## src/rtl/smi_negotiator.sv

```systemverilog
module smi_negotiator #(
  parameter int                NCPU          = 4,
  parameter int                FEAT_W        = 64,
  parameter logic [FEAT_W-1:0] HOST_FEATURES = 64'h1,
  parameter int                BCAST_BIT     = 0,
  parameter logic [7:0]        ACPI_EN_CMD   = 8'hF1,
  parameter logic [7:0]        ACPI_DIS_CMD  = 8'hF0,
  parameter int                SMI_EN_W      = 32,
  parameter int                APMC_BIT      = 5,
  parameter int                PMCON_W       = 16,
  parameter int                LOCK_BIT      = 4,
  localparam int               IDX_W         = (NCPU > 1) ? $clog2(NCPU) : 1
) (
  input  logic                clk,
  input  logic                rst_n,
  input  logic                req_wr_i,
  input  logic [FEAT_W-1:0]   req_data_i,
  input  logic                confirm_i,
  input  logic                pmcon_wr_i,
  input  logic [PMCON_W-1:0]  pmcon_data_i,
  input  logic                smi_en_wr_i,
  input  logic [SMI_EN_W-1:0] smi_en_data_i,
  input  logic                apm_wr_i,
  input  logic [7:0]          apm_data_i,
  input  logic [IDX_W-1:0]    apm_cpu_i,
  output logic [FEAT_W-1:0]   requested_o,
  output logic [FEAT_W-1:0]   negotiated_o,
  output logic                feat_ok_o,
  output logic [PMCON_W-1:0]  pmcon_o,
  output logic [SMI_EN_W-1:0] smi_en_o,
  output logic                acpi_mode_o,
  output logic [NCPU-1:0]     smi_o
);

  logic            req_fits;
  logic            locked;
  logic            acpi_cmd;
  logic            fire;
  logic [NCPU-1:0] target;

  assign req_fits = (requested_o & ~HOST_FEATURES) == '0;
  assign locked   = pmcon_o[LOCK_BIT];
  assign acpi_cmd = (apm_data_i == ACPI_EN_CMD) || (apm_data_i == ACPI_DIS_CMD);
  assign fire     = apm_wr_i && !acpi_cmd && smi_en_o[APMC_BIT];
  assign target   = negotiated_o[BCAST_BIT] ? {NCPU{1'b1}}
                                            : NCPU'(1) << apm_cpu_i;

  always_ff @(posedge clk) begin
    if (!rst_n) begin
      requested_o  <= '0;
      negotiated_o <= '0;
      feat_ok_o    <= 1'b0;
    end else begin
      if (req_wr_i) requested_o <= req_data_i;
      if (confirm_i && !feat_ok_o && req_fits) begin
        negotiated_o <= requested_o;
        feat_ok_o    <= 1'b1;
      end
    end
  end

  always_ff @(posedge clk) begin
    if (!rst_n) begin
      pmcon_o  <= '0;
      smi_en_o <= '0;
    end else begin
      if (pmcon_wr_i) begin
        pmcon_o           <= pmcon_data_i;
        pmcon_o[LOCK_BIT] <= pmcon_data_i[LOCK_BIT] | locked;
      end
      if (smi_en_wr_i) begin
        smi_en_o    <= smi_en_data_i;
        smi_en_o[0] <= locked ? smi_en_o[0] : smi_en_data_i[0];
      end
    end
  end

  always_ff @(posedge clk) begin
    if (!rst_n) begin
      acpi_mode_o <= 1'b0;
      smi_o       <= '0;
    end else begin
      if (apm_wr_i && apm_data_i == ACPI_EN_CMD)  acpi_mode_o <= 1'b1;
      if (apm_wr_i && apm_data_i == ACPI_DIS_CMD) acpi_mode_o <= 1'b0;
      smi_o <= fire ? target : '0;
    end
  end

  p_reset_state_r1: assert property (@(posedge clk)
    !rst_n |=> (feat_ok_o == 1'b0 && smi_o == '0 && pmcon_o == '0));

  p_reject_r2: assert property (@(posedge clk) disable iff (!rst_n)
    (confirm_i && !feat_ok_o && (requested_o & ~HOST_FEATURES) != '0)
      |=> (!feat_ok_o && $stable(negotiated_o)));

  p_accept_r3: assert property (@(posedge clk) disable iff (!rst_n)
    (confirm_i && !feat_ok_o && (requested_o & ~HOST_FEATURES) == '0)
      |=> (feat_ok_o && negotiated_o == $past(requested_o)));

  p_locked_set_r4: assert property (@(posedge clk) disable iff (!rst_n)
    feat_ok_o |=> (feat_ok_o && $stable(negotiated_o)));

  p_acpi_no_smi_r5: assert property (@(posedge clk) disable iff (!rst_n)
    (apm_wr_i && (apm_data_i == ACPI_EN_CMD || apm_data_i == ACPI_DIS_CMD))
      |=> (smi_o == '0));

  p_smi_needs_write_r6: assert property (@(posedge clk) disable iff (!rst_n)
    (!apm_wr_i || !smi_en_o[APMC_BIT]) |=> (smi_o == '0));

  p_unicast_r7: assert property (@(posedge clk) disable iff (!rst_n)
    (apm_wr_i && !negotiated_o[BCAST_BIT]) |=> $onehot0(smi_o));

  p_lock_sticky_r8: assert property (@(posedge clk) disable iff (!rst_n)
    pmcon_o[LOCK_BIT] |=> pmcon_o[LOCK_BIT]);

  p_enable_frozen_r9: assert property (@(posedge clk) disable iff (!rst_n)
    pmcon_o[LOCK_BIT] |=> $stable(smi_en_o[0]));

endmodule

```

## config.mk

```make
export PLATFORM = sky130hd
export DESIGN_NAME = smi_negotiator
export DESIGN_NICKNAME = d
export VERILOG_FILES = /design/src/rtl/smi_negotiator.sv
export SDC_FILE = /design/constraint.sdc
export NUM_CORES = 1
export LEC_CHECK = 0
export BUFFER_PORTS_ARGS = -buffer_cell sky130_fd_sc_hd__clkbuf_2
export CAP_MARGIN = 20
export CELL_PAD_IN_SITES_DETAIL_PLACEMENT = 1
export CELL_PAD_IN_SITES_GLOBAL_PLACEMENT = 1
export CORE_MARGIN = 2
export CORE_UTILIZATION = 25
export CTS_CLUSTER_SIZE = 14
export DETAILED_ROUTE_END_ITERATION = 8
export PLACE_DENSITY = 0.61
export SYNTH_ARGS = -nofsm -noshare
export SYNTH_HDL_FRONTEND = slang
export SYNTH_SLANG_ARGS = --single-unit
```

## constraint.sdc

```tcl
create_clock -name clk -period 2.41 [get_ports clk]
set_input_delay 0.241 -clock clk [delete_from_list [all_inputs] [get_ports clk]]
set_output_delay 0.241 -clock clk [all_outputs]
set_load 0.005 [all_outputs]
```

# After elaboration in Yosys (flattened, before gate mapping)
# Cells that the tools add are included.
# totals
regBits,182
# classes
n_eq_ne,2
shift,1
muxes,1
n_bitwise,3
n_reduce_logical,13
# ops
cell,count
$logic_not A64 Y1,1
$eq A8 B8 Y1 const B,2
$logic_and A1 B1 Y1,6
$mux W4,1
$reduce_and A2 Y1,2
$shl A1 B2 Y4 const A,1
$logic_not A1 Y1,2
$not A1 Y1,2
$reduce_or A2 Y1,1
$logic_or A1 B1 Y1,1
$or A1 B1 Y1,1

# Depth between registers and ports, before layout
# Gate-level depths: netlist of the first run.
# logic_depth
word_depth,6
mapped_depth,6
depth_no_buf,5

# Worst setup path after synthesis of the first run
# OpenSTA, ideal clock, no wires.
# synth_path
kind,register -> register
startpoint,register requested_o[23]
endpoint,register negotiated_o[10]
setup_time_ns,0.113
t_arrival_ns,1.341
slack_ns,0.956
stages_incl_launch_ff,7
path_cell_list,dfxtp_1 > nor4_2 > nand4_1 > nor2_2 > a31oi_4 > buf_6 > and2_4
# synth_via
elab_chain_cells,2
# synth_lines
item,line_no,source
start: declaration,26,"output logic [FEAT_W-1:0] requested_o,"
start signal: assignment,54,if (req_wr_i) requested_o <= req_data_i;
$logic_not A64 Y1,41,assign req_fits = (requested_o & ~HOST_FEATURES) == '0;
$logic_and A1 B1 Y1,55,if (confirm_i && !feat_ok_o && req_fits) begin
end signal: assignment,56,negotiated_o <= requested_o;
end: declaration,27,"output logic [FEAT_W-1:0] negotiated_o,"
# Every way passes these cells.
# A chain may end at the register's enable or synchronous reset.

# Worst setup path after layout of the first run
# layout_path
startpoint,register requested_o[11]
endpoint,register negotiated_o[1]
# The elaborated chain is that of the path after synthesis.

==> metrics.txt, run 1 <==
period utilization 0.777; max_cap viols 0; crit path DAT 2.19 ns; Max Clock Freq 534 MHz; DIE AREA 26200 sq um; Layout Utilization 0.358; CTS H-tree lvls 4; I/O pin count around 310; routed vias 4964; Most Used Layer, Global Route met2; Mapped Avg Cell Area 11.3 sq um; WL/cell roughly 16 um; residual DRC count 0; Clock Latency Late Sink ~0.43 ns; clock tree from TritonCTS yes; Total Power around 6.7 mW; TritonRoute pass-1 iters 4; antenna violations before repair 0; # setup viols final 0; crit end category register; met2 usage 0.231; routed wire length 18500 um; vias per cell about 4.2; PortBufs 310; critical path fanouts, max 63; FP Rows between 50 and 60; Post-CTS Setup Bufs 0; core footprint 24400 sq um; source of the worst hold timing path req_data_i[7]; Synth cell types 23; Finished Cell Area 8730 sq um; yosys warns 0; Power Dens Cells roughly 770 nW/um^2; Die X-Extent 162 um; flop-to-flop setup slack 0.54 ns; grt total ovfl 0; GRT Total Usage 0.140; Worst Skew around 0.015 ns; first-pass GRT wire length 28600 um; DIE HEIGHT 162 um; ranking of synthesized cells by area dfxtp_1 58%, mux2i_1 18%, and2_4 8.4%; Sink Count 182; share of post-route cells with drive strength above 1 0.483; # diodes 0; Max VDD drop 401 uV; clock transition at the registers of the reported paths 0.08 ns; Worst Setup Start Kind register; Mapped Nets 678; Worst Setup Path Type reg -> reg; Slew HR 0.601; synthesized area slightly above 6000 sq um; reg2reg start requested_o[11]; met1 Resource Use GR 0.172; crit-path cells nor4_1 -> nand4_1 -> nor2_2 -> a31oi_4 -> buf_12 -> and2_1; register area share after synthesis 0.585; Detail Placement HPWL about 14000 um; post-CTS sizing 0; WHS Path Cells 3; dpl cell area 8110 sq um; RSZ-0062 raised after global routing no; cts hold-fix bufs 0; Pins Over Slew Limit 0; Hold Crit Class in -> reg; Detail Route Antenna Nets 0; Hold Vio Cnt, Final 0; Final nets 982; Mapped Cells 549; number of synthesized register bits between 150 and 200; Num CTS Buffers 17; LEAKAGE 4.41 nW; critical path's largest stage delay 0.46 ns; Synth top area share 0.585; area grow syn2layout 40.2%; setup TNS 0 ns; cell accounting for the most synthesized area dfxtp_1; status complete, no violations; worst-case reg-to-reg path depth 6; critical path's slowest cell nor4_1; Tightest Pin Transition 0.598 ns; Required @ worst endpoint about 2.7 ns; Starting Density 0.255; Hold Path Sink requested_o[7]; largest net degree at the start of global routing 115; number of global-route vias before repair 5031; min Tclk post-route 1.87 ns; root buffer selected by CTS clkbuf_16; capturing point of the worst reg2reg path negotiated_o[1]; First DRT Iteration DRCs 209; Final GP Congestion 0.731; GRT met3 Usage 0.0429; clock tree buffer depth 2
-- per-stage QoR --
stage                     hold slack, ns  setup WS [ns]  std cells
after global routing              0.0323          0.381       1190
after detailed placement           0.446          0.475       1158
after global placement             0.443          0.505       1158
after CTS                         0.0243          0.457       1190
final                             0.0477          0.538       1190
after floorplan                    0.382          0.956        549
-- placed cells by master, fill, tap and decap left out, types with 2 or more instances in the layout --
master,synthesis,layout
clkbuf_2,0,309
dfxtp_1,182,182
nor2_1,117,117
mux2i_1,112,112
and2_4,60,60
clkbuf_16,0,17
nor4_1,11,11
a21oi_1,7,7
nand4_1,5,5
nor4_2,4,4
nand2_1,4,4
clkinv_8,0,4
inv_8,0,4
buf_12,0,4
and2_1,3,3
inv_1,3,3
clkinv_4,0,3
buf_4,0,3
nor2_2,2,2
nand3_1,2,2
inv_6,0,2
-- report_power, final --
part | total (mW) | internal [mW] | switching (mW) | leakage (nW)
Sequential | 3.20 | 3.12 | 0.0812 | 1.49
Clock | 2.91 | 1.52 | 1.39 | 0.304
Combinational | 0.575 | 0.293 | 0.283 | 2.62
-- routing by layer --
metal	share of wire	vias to the layer above
met2	0.48	169
met5	0	-
met3	0.066	22
met1	0.43	2345
met4	0.021	0
li1	-	2428
-- cells in the mapped netlist --
library cell  number
dfxtp_1          182
nor2_1           117
mux2i_1          112
and2_4            60
buf_2             12
clkbuf_1          12
nor4_1            11
a21oi_1            7
buf_6              6
nand4_1            5
nand2_1            4
nor4_2             4
and2_1             3
inv_1              3
nand3_1            2
nor2_2             2
a31oi_4            1
buf_1              1
inv_2              1
nand4b_1           1
nor2b_1            1
nor3_4             1
nor4b_2            1
-- worst max-delay path: cells and delay by family, from the launching register on --
family	cells	cell delay, ns
AOI/OAI and AO/OA	1	0.13
buffers and inverters	1	0.21
DFF	1	0.32
and+or+nand+nor	4	1.09
-- state kept, by name, indices dropped and copies added (netlist names) --
register and cells:
feat_ok_o 1, smi_o 4, negotiated_o 64, requested_o 64, pmcon_o 16, acpi_mode_o 1
smi_en_o 32
-- logic make-up after synthesis --
family | count (synthesis) | synth area share
AO/OA/AOI/OAI | 8 | 0.00904
multiplexers | 112 | 0.180
flip-flops | 182 | 0.585
AND/OR/NAND/NOR | 212 | 0.195
buffers and inverters | 35 | 0.0307
-- final cells by class --
type | count | area (sq um)
Multi-Input combinational cell | 332 | 2390
Clock buffer | 17 | 425
Inverter | 4 | 16.3
Tap cell | 324 | 405
Sequential cell | 182 | 3640
Timing Repair Buffer | 316 | 1650
Fill cell | 2856 | 15700
Clock inverter | 15 | 200
-- how the worst max path moves through the flow --
stage                                from               end  slack, ns
after floorplan           requested_o[23]  negotiated_o[10]       0.96
after global routing      requested_o[17]  negotiated_o[49]       0.38
final                     requested_o[11]   negotiated_o[1]       0.54
after detailed placement  requested_o[11]  negotiated_o[14]       0.48
after CTS                 requested_o[11]   negotiated_o[1]       0.46
after global placement    requested_o[11]  negotiated_o[37]       0.51
(Power assumes the default switching activity.)
==> run 2: changes to the inputs <==
==> constraint.sdc (replaced) <==
create_clock -name clk -period 1.9 [get_ports clk]
set_input_delay 0.19 -clock clk [delete_from_list [all_inputs] [get_ports clk]]
set_output_delay 0.19 -clock clk [all_outputs]
set_load 0.005 [all_outputs]
==> run 2 against run 1 <==
Against the previous run:
- cell area increased by 14%
- clock skew decreased by 0.0023 ns
- worst hold slack got worse by 0.030 ns
- maximum frequency increased by 5.2%
- worst setup slack got worse by 0.42 ns
- sequential cell count unchanged
- combinational power increased by 66%
- via count increased by 8.7%
- largest cell class unchanged
- sequential share of layout area decreased by 5.0 points
- critical path depth increased by 1
- wire length increased by 8.4%
==> metrics.txt, run 2 (synthesis results as in run 1) <==
flop-to-flop setup slack 0.12 ns (-0.42 ns); antenna violations before repair 1 (+1); CTS H-tree lvls 4 (unchanged); RSZ-0062 raised after global routing no; crit path to negotiated_o[23]; most frequent cells in the layout 309 x clkbuf_2, 180 x dfxtp_1, 117 x nor2_1; Power Dens Cells 869 nW/um^2 (+14%); Required @ worst endpoint 2.22 ns (-0.51 ns); First DRT Iteration DRCs 183 (-12%); Clock Latency Late Sink 0.43 ns (about the same); top flop regs negotiated_o (64), requested_o (64), smi_en_o (32); period utilization 0.936 (+0.159); Tightest Pin Transition 0.573 ns (-0.0250 ns); critical path fanouts, max 63 (unchanged); status complete, no violations; WL/cell 15.4 um (-1.3%); Max Clock Freq 562 MHz (+5.2%); switching share of power 0.270 (+0.00677); Final GP Congestion 0.743 (+1.6%); Detail Route Antenna Nets 0 (unchanged); routed vias 5396 (+8.7%); Worst Setup Path Type reg -> reg; Total Power 8.64 mW (+29%); worst-case reg-to-reg path depth 7 (+1); Post-CTS Setup Bufs 0 (unchanged); routed wire length 20100 um (+8.4%); LEAKAGE 4.92 nW (+11%); residual DRC count 0 (unchanged); I/O pin count 311 (unchanged); dpl cell area 8210 sq um (+1.3%); core footprint 24400 sq um (unchanged); Die X-Extent 162 um (unchanged); area grow syn2layout 59.5%; DIE HEIGHT 162 um (unchanged); Hold Vio Cnt, Final 0 (unchanged); first-pass GRT wire length 30800 um (+7.7%); root buffer selected by CTS clkbuf_16; clock tree buffer depth 2 (unchanged); P_sw 2.33 mW (+33%); Pins Over Slew Limit 0 (unchanged); Worst Skew 0.0127 ns (-0.00228 ns); grt total ovfl 0 (unchanged); TritonRoute pass-1 iters 4 (unchanged); DIE AREA 26200 sq um (unchanged); largest net degree at the start of global routing 74 (-36%); power share of the clock group 0.418 (-0.017); PortBufs 310 (unchanged); Sink Count 182 (unchanged); crit end category register; min Tclk post-route 1.78 ns (-0.0933 ns); # setup viols final 0 (unchanged); crit path DAT 2.10 ns (-0.09 ns); Finished Cell Area 9940 sq um (+14%); Final nets 1098 (+12%); clock transition at the registers of the reported paths 0.08 ns (about the same); FP Rows 57 (unchanged); final worst setup slack 0.121 ns (-0.417 ns); Max VDD drop 408 uV (+1.7%); GRT Total Usage 0.151 (+0.0107); reg2reg start requested_o[26]; share of power burned in registers 0.471 (-0.008); worst slack at placement -0.129 ns (-0.605 ns); max_cap viols 0 (unchanged); Hold Crit Class in -> reg; vias per cell 4.13 (-1.0%); share of post-route cells with drive strength above 1 0.446 (-0.0367); capturing point of the worst reg2reg path negotiated_o[23]; Worst Setup Start Kind register; Pint 6.31 mW (+28%); worst setup path start requested_o[26]; number of global-route vias before repair 5669 (+13%); Detail Placement HPWL 14000 um (+2.7%); clock tree from TritonCTS yes; commonest non-fill, non-tap cell in the layout clkbuf_2; Slew HR 0.618 (+0.0167); Num CTS Buffers 17 (unchanged); Starting Density 0.255 (unchanged); combinational fraction of design power 0.111 (+0.025)
==> run 2: cell types whose count changed in the layout (fill, tap and decap cells not counted), sizes merged <==
| cell | change |
|---|---|
| buf | +12 |
| bufinv | -1 |
| clkinv | -1 |
| clkinvlp | +1 |
| diode | +1 |
| dlygate4sd3 | +104 |
| inv | +1 |
==> run 2: how the worst min path moves through the flow <==
stage	from	slack [ns]	cells past startpoint	endpoint
after detailed placement	req_data_i[31]	0.43	3	requested_o[31]
after floorplan	apm_cpu_i[1]	0.33	2	smi_o[2]
after CTS	smi_en_data_i[13]	0.0003	3	smi_en_o[13]
after global routing	smi_en_data_i[27]	0.02	3	smi_en_o[27]
after global placement	req_data_i[54]	0.42	3	requested_o[54]
final	smi_en_data_i[13]	0.02	3	smi_en_o[13]
==> run 2: power groups by stage <==
stage | clock (mW) | combinational, mW | sequential, mW
2_1_floorplan | 0 | 0.356 | 4.14
3_3_place_gp | 0 | 0.771 | 4.14
3_5_place_dp | 0 | 0.775 | 4.15
4_1_cts | 3.75 | 0.958 | 4.06
5_1_grt | 3.91 | 1.05 | 4.09
6_report | 3.61 | 0.957 | 4.07
==> run 2: per-layer routing <==
metal  part of all wire  GRT usage
met1               0.43      0.178
met2               0.50      0.262
met3              0.051     0.0386
met4              0.022     0.0579
met5                  0          0
==> run 2: worst max-delay path, stage by stage, from the launching register on <==
cell     delay (ns)
dfxtp_1        0.34
nor4_2         0.29
buf_4          0.16
nand4_1        0.14
nor2_4         0.20
a31oi_4        0.11
buf_12         0.20
and2_4         0.19
==> run 2: area by class of cell <==
cell class	count	area [sq um]
sequential	182	3650
timing repair buffer	432	2790
fill	2817	14500
clock inverter	15	193
tap	324	405
multi-input combinational	332	2450
clock buffer	17	425
inverter	4	16.3
antenna	1	2.50
==> run 2: stage by stage <==
stage | hold WS [ns] | TNS (ns) | utilization | std cells
2_1_floorplan | 0.331 | 0 | - | 549
3_5_place_dp | 0.433 | -7.73 | 0.337 | 1170
6_report | 0.0176 | 0 | 0.407 | 1307
3_3_place_gp | 0.424 | -6.53 | 0.337 | 1170
4_1_cts | 0.000309 | 0 | 0.406 | 1306
5_1_grt | 0.0159 | 0 | 0.407 | 1307
==> run 2: what timing repair did <==
action / in CTS / in global routing
setup endpoints to repair: 65 / 64
hold endpoints to repair: 104 / 0
hold buffers: 104 / 0
resized for setup: 4 / 7
==> run 3: changes to the inputs <==
--- a/config.mk
+++ b/config.mk
@@ -14,6 +14,7 @@
 export CTS_CLUSTER_SIZE = 14
 export DETAILED_ROUTE_END_ITERATION = 8
 export PLACE_DENSITY = 0.61
+export RECOVER_POWER = 100
 export SYNTH_ARGS = -nofsm -noshare
 export SYNTH_HDL_FRONTEND = slang
 export SYNTH_SLANG_ARGS = --single-unit
==> run 3 against run 2 <==
Against the previous run:
- sequential cell count is the same
- global-route usage is the same
- first-iteration DRC count shrank 15%
- critical path type unchanged
- combinational power shrank 4.6%
- wire length grew 0.48%
==> metrics.txt, run 3 (synthesis results as in run 1) <==
status complete, no violations; Total Power 8.61 mW (-0.33%); Post-CTS Setup Bufs 0 (unchanged); core footprint 24400 sq um (unchanged); Hold Crit Class in -> reg; Final nets 1098 (unchanged); Sink Count 182 (unchanged); PortBufs 310 (unchanged); DIE HEIGHT 162 um (unchanged); Tightest Pin Transition 1.24 ns (+0.662 ns); antenna violations before repair 1 (unchanged); Worst Setup Start Kind register; Die X-Extent 162 um (unchanged); Max Clock Freq 571 MHz (+1.5%); Slew HR 0.177 (-0.441); Detail Placement HPWL 14000 um (unchanged); LEAKAGE 4.28 nW (-13%); routed wire length 20200 um (+0.48%); clock transition at the registers of the reported paths 0.08 ns (about the same); DIE AREA 26200 sq um (unchanged); period utilization 0.922 (-0.0142); clock tree buffer depth 2 (unchanged); crit end category register; WL/cell 15.4 um (+0.48%); RSZ-0062 raised after global routing no; number of global-route vias before repair 5669 (unchanged); Hold Vio Cnt, Final 0 (unchanged); worst setup path start requested_o[26]; Worst Skew 0.0130 ns (+0.000357 ns); FP Rows 57 (unchanged); final worst setup slack 0.148 ns (+0.0269 ns); crit path to negotiated_o[23]; root buffer selected by CTS clkbuf_16; share of post-route cells with drive strength above 1 0.238 (-0.208); First DRT Iteration DRCs 156 (-15%); I/O pin count 311 (unchanged); capturing point of the worst reg2reg path negotiated_o[23]; Worst Hold Margin 0.0185 ns (+0.000921 ns); min Tclk post-route 1.75 ns (-0.0269 ns); dpl cell area 8210 sq um (unchanged); Layout Utilization 0.391 (-0.0160); flop-to-flop setup slack 0.15 ns (+0.03 ns); Worst Setup Path Type reg -> reg; area grow syn2layout 53.2%; commonest non-fill, non-tap cell in the layout dfxtp_1; Clock Latency Late Sink 0.43 ns (about the same); worst-case reg-to-reg path depth 7 (unchanged); crit path DAT 2.07 ns (-0.03 ns); Finished Cell Area 9550 sq um (-3.9%); CTS H-tree lvls 4 (unchanged); GRT Total Usage 0.151 (unchanged); critical path fanouts, max 63 (unchanged); Detail Route Antenna Nets 0 (unchanged); Max VDD drop 410 uV (+0.42%); TritonRoute pass-1 iters 4 (unchanged); Final GP Congestion 0.743 (unchanged); top flop regs negotiated_o (64), requested_o (64), smi_en_o (32); # setup viols final 0 (unchanged); worst slack at placement -0.129 ns (unchanged); max_cap viols 0 (unchanged); Power Dens Cells 902 nW/um^2 (+3.7%); largest net degree at the start of global routing 74 (unchanged); Pins Over Slew Limit 0 (unchanged); vias per cell 4.14 (+0.32%); Required @ worst endpoint 2.21 ns (about the same); grt total ovfl 0 (unchanged); Num CTS Buffers 17 (unchanged); first-pass GRT wire length 30800 um (unchanged); clock tree from TritonCTS yes; residual DRC count 0 (unchanged); reg2reg start requested_o[26]; most frequent cells in the layout 181 x dfxtp_1, 173 x clkbuf_2, 145 x clkbuf_1; routed vias 5413 (+0.32%); Starting Density 0.255 (unchanged)
run 3: cell types whose count changed in the layout (fill, tap and decap cells not counted):
cell / previous run / this run
and2_0: 0 / 46
clkbuf_2: 309 / 173
clkbuf_1: 0 / 145
buf_12: 5 / 2
dfxtp_2: 2 / 1
buf_1: 0 / 1
buf_4: 14 / 7
dfxtp_1: 180 / 181
and2_4: 60 / 3
and2_1: 3 / 14
run 3: stage by stage:
stage	std cells	setup TNS (ns)
5_1_grt	1307	0
4_1_cts	1306	0
3_3_place_gp	1170	-6.53
3_5_place_dp	1170	-7.73
6_report	1307	0
2_1_floorplan	549	0
run 3: worst max-delay path, cell delays in order, from the launching register on:
cell     delay [ns]
dfxtp_1        0.34
nor4_2         0.29
buf_4          0.16
nand4_1        0.14
nor2_4         0.20
a31oi_4        0.11
buf_12         0.19
and2_0         0.18
run 3: report_power, final:
part | internal (mW) | switching [mW]
logic | 0.504 | 0.410
clock network | 1.81 | 1.82
registers | 3.95 | 0.113
total | 6.27 | 2.34
run 3: routing by layer:
metal	GRT usage	routed length, um	vias to the layer above
li1	-	-	2664
met1	0.178	8640	2540
met2	0.262	10000	180
met3	0.0386	1050	29
met4	0.0579	478	0
met5	0	0	-
run 3: how the worst min path moves through the flow:
| stage | slack, ns | cells after the start | startpoint | to |
|---|---|---|---|---|
| 5_1_grt | 0.02 | 3 | smi_en_data_i[27] | smi_en_o[27] |
| 6_report | 0.02 | 3 | pmcon_data_i[14] | pmcon_o[14] |
| 3_5_place_dp | 0.43 | 3 | req_data_i[31] | requested_o[31] |
| 3_3_place_gp | 0.42 | 3 | req_data_i[54] | requested_o[54] |
| 4_1_cts | 0.0003 | 3 | smi_en_data_i[13] | smi_en_o[13] |
| 2_1_floorplan | 0.33 | 2 | apm_cpu_i[1] | smi_o[2] |
run 3: repair_timing:
action | in CTS | in global routing
pin swaps | 0 | 0
endpoints found under the setup margin | 65 | 64
hold buffers | 104 | 0
gates resized for setup | 4 | 7
hold endpoints to repair | 104 | 0
run 3: layout make-up:
class | count | area (sq um)
Fill cell | 2864 | 14800
Multi-Input combinational cell | 332 | 2310
Sequential cell | 182 | 3640
Antenna cell | 1 | 2.50
Tap cell | 324 | 405
Clock inverter | 15 | 193
Clock buffer | 17 | 425
Timing Repair Buffer | 432 | 2550
Inverter | 4 | 16.3
